$ cat src/rtl/lsm_pkg.sv
package lsm_pkg;
  typedef enum logic [1:0] {
    AM_INC_AFTER  = 2'b00,
    AM_INC_BEFORE = 2'b01,
    AM_DEC_AFTER  = 2'b10,
    AM_DEC_BEFORE = 2'b11
  } am_e;

  typedef enum logic [1:0] {
    ST_IDLE,
    ST_CALC,
    ST_RUN,
    ST_DONE
  } seq_st_e;
endpackage

$ cat src/rtl/lsm_popcnt.sv
module lsm_popcnt #(
  parameter int unsigned W  = 16,
  parameter int unsigned CW = $clog2(W + 1)
) (
  input  logic [W-1:0]  vec_i,
  output logic [CW-1:0] cnt_o
);
  always_comb begin
    cnt_o = '0;
    for (int i = 0; i < W; i++) cnt_o = cnt_o + CW'(vec_i[i]);
  end
endmodule

$ cat src/rtl/lsm_lowest.sv
module lsm_lowest #(
  parameter int unsigned W  = 16,
  parameter int unsigned IW = $clog2(W)
) (
  input  logic [W-1:0]  vec_i,
  output logic [IW-1:0] idx_o
);
  // Scan downward so the lowest set bit wins
  always_comb begin
    idx_o = '0;
    for (int i = W - 1; i >= 0; i--) begin
      if (vec_i[i]) idx_o = IW'(i);
    end
  end
endmodule

$ cat src/rtl/lsm_addr_plan.sv
module lsm_addr_plan
  import lsm_pkg::*;
#(
  parameter int unsigned AW   = 32,
  parameter int unsigned CW   = 5,
  parameter int unsigned STEP = 4
) (
  input  logic [AW-1:0] base_i,
  input  logic [CW-1:0] cnt_i,
  input  am_e           mode_i,
  output logic [AW-1:0] first_o,
  output logic [AW-1:0] final_o
);
  logic [AW-1:0] span;

  always_comb begin
    span = AW'(cnt_i) * AW'(STEP);
    unique case (mode_i)
      AM_INC_AFTER:  first_o = base_i;
      AM_INC_BEFORE: first_o = base_i + AW'(STEP);
      AM_DEC_AFTER:  first_o = base_i - span + AW'(STEP);
      default:       first_o = base_i - span;
    endcase
    final_o = mode_i[1] ? base_i - span : base_i + span;
  end
endmodule

$ cat src/rtl/lsm_addr_seq.sv
module lsm_addr_seq
  import lsm_pkg::*;
#(
  parameter int unsigned AW   = 32,
  parameter int unsigned NREG = 16,
  parameter int unsigned STEP = 4
) (
  input  logic                    clk_i,
  input  logic                    rst_ni,
  input  logic                    start_i,
  input  logic [AW-1:0]           base_i,
  input  logic [NREG-1:0]         reg_list_i,
  input  logic [1:0]              mode_i,
  input  logic                    wb_en_i,
  output logic                    busy_o,
  output logic                    beat_valid_o,
  output logic [$clog2(NREG)-1:0] beat_reg_o,
  output logic [AW-1:0]           beat_addr_o,
  output logic                    done_o,
  output logic                    wb_valid_o,
  output logic [AW-1:0]           wb_addr_o
);
  localparam int unsigned IW = $clog2(NREG);
  localparam int unsigned CW = $clog2(NREG + 1);

  seq_st_e       st_q;
  logic [NREG-1:0] mask_q;
  logic [AW-1:0] base_q, addr_q, wb_addr_q;
  am_e           mode_q;
  logic          wb_en_q;

  logic [CW-1:0] cnt;
  logic [AW-1:0] first_addr, final_addr;
  logic [IW-1:0] low_idx;
  logic          last_beat;

  lsm_popcnt #(.W(NREG), .CW(CW)) u_popcnt (
    .vec_i (mask_q),
    .cnt_o (cnt)
  );

  lsm_lowest #(.W(NREG), .IW(IW)) u_lowest (
    .vec_i (mask_q),
    .idx_o (low_idx)
  );

  lsm_addr_plan #(.AW(AW), .CW(CW), .STEP(STEP)) u_plan (
    .base_i  (base_q),
    .cnt_i   (cnt),
    .mode_i  (mode_q),
    .first_o (first_addr),
    .final_o (final_addr)
  );

  assign last_beat = (mask_q & (mask_q - NREG'(1))) == '0;

  always_ff @(posedge clk_i or negedge rst_ni) begin
    if (!rst_ni) begin
      st_q      <= ST_IDLE;
      mask_q    <= '0;
      base_q    <= '0;
      addr_q    <= '0;
      wb_addr_q <= '0;
      mode_q    <= AM_INC_AFTER;
      wb_en_q   <= 1'b0;
    end else begin
      unique case (st_q)
        ST_IDLE: if (start_i) begin
          mask_q  <= reg_list_i;
          base_q  <= base_i;
          mode_q  <= am_e'(mode_i);
          wb_en_q <= wb_en_i;
          st_q    <= ST_CALC;
        end
        ST_CALC: begin
          addr_q    <= first_addr;
          wb_addr_q <= final_addr;
          st_q      <= (cnt == '0) ? ST_DONE : ST_RUN;
        end
        ST_RUN: begin
          mask_q <= mask_q & (mask_q - NREG'(1));
          addr_q <= addr_q + AW'(STEP);
          if (last_beat) st_q <= ST_DONE;
        end
        default: st_q <= ST_IDLE;
      endcase
    end
  end

  assign busy_o       = st_q != ST_IDLE;
  assign beat_valid_o = st_q == ST_RUN;
  assign beat_reg_o   = low_idx;
  assign beat_addr_o  = addr_q;
  assign done_o       = st_q == ST_DONE;
  assign wb_valid_o   = done_o & wb_en_q;
  assign wb_addr_o    = wb_addr_q;
endmodule

$ cat config.mk
export PLATFORM = sky130hd
export DESIGN_NAME = lsm_addr_seq
export DESIGN_NICKNAME = d
export VERILOG_FILES = /design/src/rtl/lsm_pkg.sv /design/src/rtl/lsm_popcnt.sv /design/src/rtl/lsm_lowest.sv /design/src/rtl/lsm_addr_plan.sv /design/src/rtl/lsm_addr_seq.sv
export SDC_FILE = /design/constraint.sdc
export NUM_CORES = 1
export LEC_CHECK = 0
export ABC_CLOCK_PERIOD_IN_PS = 17100
export BUFFER_PORTS_ARGS = -buffer_cell sky130_fd_sc_hd__buf_2
export CAP_MARGIN = 20
export CORE_UTILIZATION = 37
export CTS_CLUSTER_DIAMETER = 100
export CTS_CLUSTER_SIZE = 30
export DETAILED_ROUTE_END_ITERATION = 10
export PLACE_DENSITY_LB_ADDON = 0.12
export SKIP_CTS_REPAIR_TIMING = 1
export SLEW_MARGIN = 15
export SYNTH_ARGS = -nofsm -noshare
export SYNTH_HDL_FRONTEND = slang
export SYNTH_HIERARCHICAL = 1
export SYNTH_SLANG_ARGS = --single-unit
$ cat constraint.sdc
create_clock -name clk_i -period 17.1 [get_ports clk_i]
set_clock_uncertainty 0.15 [all_clocks]
set_input_delay 0.855 -clock clk_i [delete_from_list [all_inputs] [get_ports clk_i]]
set_output_delay 0.855 -clock clk_i [all_outputs]
set_load 0.005 [all_outputs]
==> flow_summary.toml <==
[sta]
rsz0062_at_grt = "no"
maxSlewViolCount = 0
max_clock_freq_mhz = 134.0
final.setup.tns_ps = 0
finalCritPeriodShare_pct = 43.63
finalCriticalPeriod_ps = 7460
relSlewSlack_pct = 29.41
holdWs_ps = 336.3
worstMarginPinSlew_ps = 1059
setup_viol = 0
hold_violations = 0

[yosys]
synth_edf_count = 0
ys_types = 91
yosysWarningCount = 6
synth.top_cell.area_share_pct = 29.50
syn_avg_cell_area_sq_um = 8.594
synthTopCellsByArea = "dfrtp_1, xnor2_1, nand2_1"
synth_nets = 1246
synth_top_flop_cell = "dfrtp_1"
synth_seq_area_share_pct = 29.50
ys_ff_latch = 117
synthCells = 1155
syn_area_sq_um = 9926
yosysTopAreaCell = "dfrtp_1"
ys_async_sr_fraction_pct = 100.0

[setup_path]
crit_slowest_cell = "a21boi_1"
worst_setup_path_start_kind = "register"
end_kind = "register"
cp_common_cell = "fa_1"
cp_num_buf_inv = 4
crit_type = "reg2reg"
crit_cells = 24
cpPeakStageDelay_ps = 780
critPathMaxFanout = 13
crit_arrival_ps = 7590
reg2regPathDepth = 24
worstPathRequired_ps = 17230
crit_family = "adder cells"
crit_chain = "inv_1 -> fa_1 -> fa_1 -> fa_1 -> fa_1 -> inv_1 -> ha_1 -> inv_1 -> fa_1 -> nor2b_1 -> o21a_1 -> inv_1 -> ha_1 -> o211a_1 -> a21boi_1 -> o21a_1 -> o21ai_0 -> nor3_1 -> nand4_2 -> nor3b_1 -> xor2_1 -> o221ai_1 -> o22ai_1 -> a21oi_1"

[clock_network]
clk_pin_slew_ps = 60
htree_num_levels = 4
clkLatencyLatePin_ps = 430
numCtsBuffers = 17
cts_tree = "done"
root_buffer = "clkbuf_16"
clock_path_buffers = 2
cts.sinks = 117

[final_layout]
drive_above_1_share_pct = 20.53
seq_area_sq_um = 2928
n_fill_cell = 2600
diodes = 0
design_area_sq_um = 11310
finalNonFillerCells = 1572
multi_input_area_sq_um = 6421
nets = 1315
syn_to_final_growth_pct = 13.93

[route]
drcViolationCount = 10
drtAntennaViolNets = 0
drt-pass1-iter-count = 8
post_drt_wl_per_cell_um = 18.42
via_per_inst = 5.554
drt-total-wl_mm = 28.96
vias = 8731
first_iter_violations = 660

[global_route]
grt_max_degree = 63
grt_pass1_wl_mm = 47.15
grt_pass1_vias = 8173
grt_antenna_before_repair = 0
grt-ovfl-total = 0
track_usage_pct = 21.40

[placed_design]
post-dp-hpwl_mm = 20.90
place.gp.congestion = 0.8657
io_buffers = 125
dpl.cell_count = 1540
place_area_sq_um = 10690

[die]
die_w_um = 165.8
io_pins = 126
fp.dieH_um = 165.8
rows = 59
die-area_sq_um = 27480
core_area_sq_um = 26210
start_util_pct = 37.88

[hold_path]
hold_class = "reg2reg"
hold_depth = 1

[flow_run]
cap_viol_max_count = 0

[run_status]
status = "finished, violations left"
violations = "DRC"
==> per-layer routing <==
layer / track usage (%) / part of all wire (%) / up-vias
li1: - / - / 4295
met1: 34.12 / 53 / 4183
met2: 29.70 / 41 / 240
met3: 3.003 / 5.3 / 13
met4: 5.242 / 0.76 / 0
met5: 0 / 0 / -
==> cells in the mapped netlist (all sizes together) (25+ instances only) <==
cell type,n
a21oi,78
inv,60
nor2,59
o21ai,51
clkbuf,62
mux2,70
xnor2,62
nand2,126
dfrtp,117
nand3,42
o22ai,39
xor2,37
nor3,29
nor4,27
ha,25
mux2i,32
==> cells in the final DEF (no fill, tap or decap), drive strengths merged, types with 6 or more instances in the layout <==
master,count
o22ai,39
nand2b,9
inv,60
mux2,70
o221ai,17
ha,25
nand3b,8
and3,15
nor2b,23
o31ai,6
fa,12
buf,134
dfrtp,117
clkbuf,19
nand2,126
a22oi,6
a21oi,78
nand3,42
nor4,27
nand4,17
xor2,37
o21ai,51
or3,9
xnor2,62
a31oi,11
nor2,59
a2bb2oi,6
mux2i,32
nor3,29
clkinv,6
==> final timing paths <==
check                                 startpoint                          end  slack (ps)
hold / removal               wb_en_q$_DFFE_PN0P_          wb_en_q$_DFFE_PN0P_         340
max in group asynchronous                 rst_ni    wb_addr_o[10]$_DFFE_PN0N_       15120
min in group asynchronous                 rst_ni  beat_addr_o[25]$_DFFE_PN0P_         360
hold reg to reg              wb_en_q$_DFFE_PN0P_          wb_en_q$_DFFE_PN0P_         340
setup / recovery           mask_q[5]$_DFFE_PN0P_  beat_addr_o[26]$_DFFE_PN0P_        9640
setup reg to reg           mask_q[5]$_DFFE_PN0P_  beat_addr_o[26]$_DFFE_PN0P_        9640
==> final cells by class <==
cell class	count	area share (%)
Clock buffer	19	3.828
Clock inverter	13	1.615
Sequential cell	117	25.89
Inverter	61	2.025
Timing Repair Buffer	134	6.152
Multi-Input combinational cell	893	56.78
Tap cell	335	3.707
==> cells by family (layout without fill, tap and decap cells) <==
family                   Yosys count  after routing  share of synthesized area (%)
adder cells (fa/ha/maj)           39             39                          5.799
AND/OR/NAND/NOR                  387            387                          21.18
multiplexers                     102            102                          11.17
XOR/XNOR                          99             99                          8.736
buffers and inverters            145            227                          5.937
AO/OA/AOI/OAI                    266            266                          17.69
flip-flops                       117            117                          29.50
==> through the flow <==
stage               setup WS [ps]  util, %
finish                       9640    43.15
global route                 9025    43.15
CTS                          9607    43.14
detailed placement           9645    40.79
global placement             9777    40.79
floorplan                   10720        -
==> registers in the layout, indices dropped and copies added, names as in the netlist <==
register     count
base_q          32
beat_addr_o     32
mask_q          16
mode_q           2
st_q             2
wb_addr_o       32
wb_en_q          1
Power is left out: the tool's default activity adds up to more than one toggle a clock period on the data nets, which glitch-free logic cannot reach.
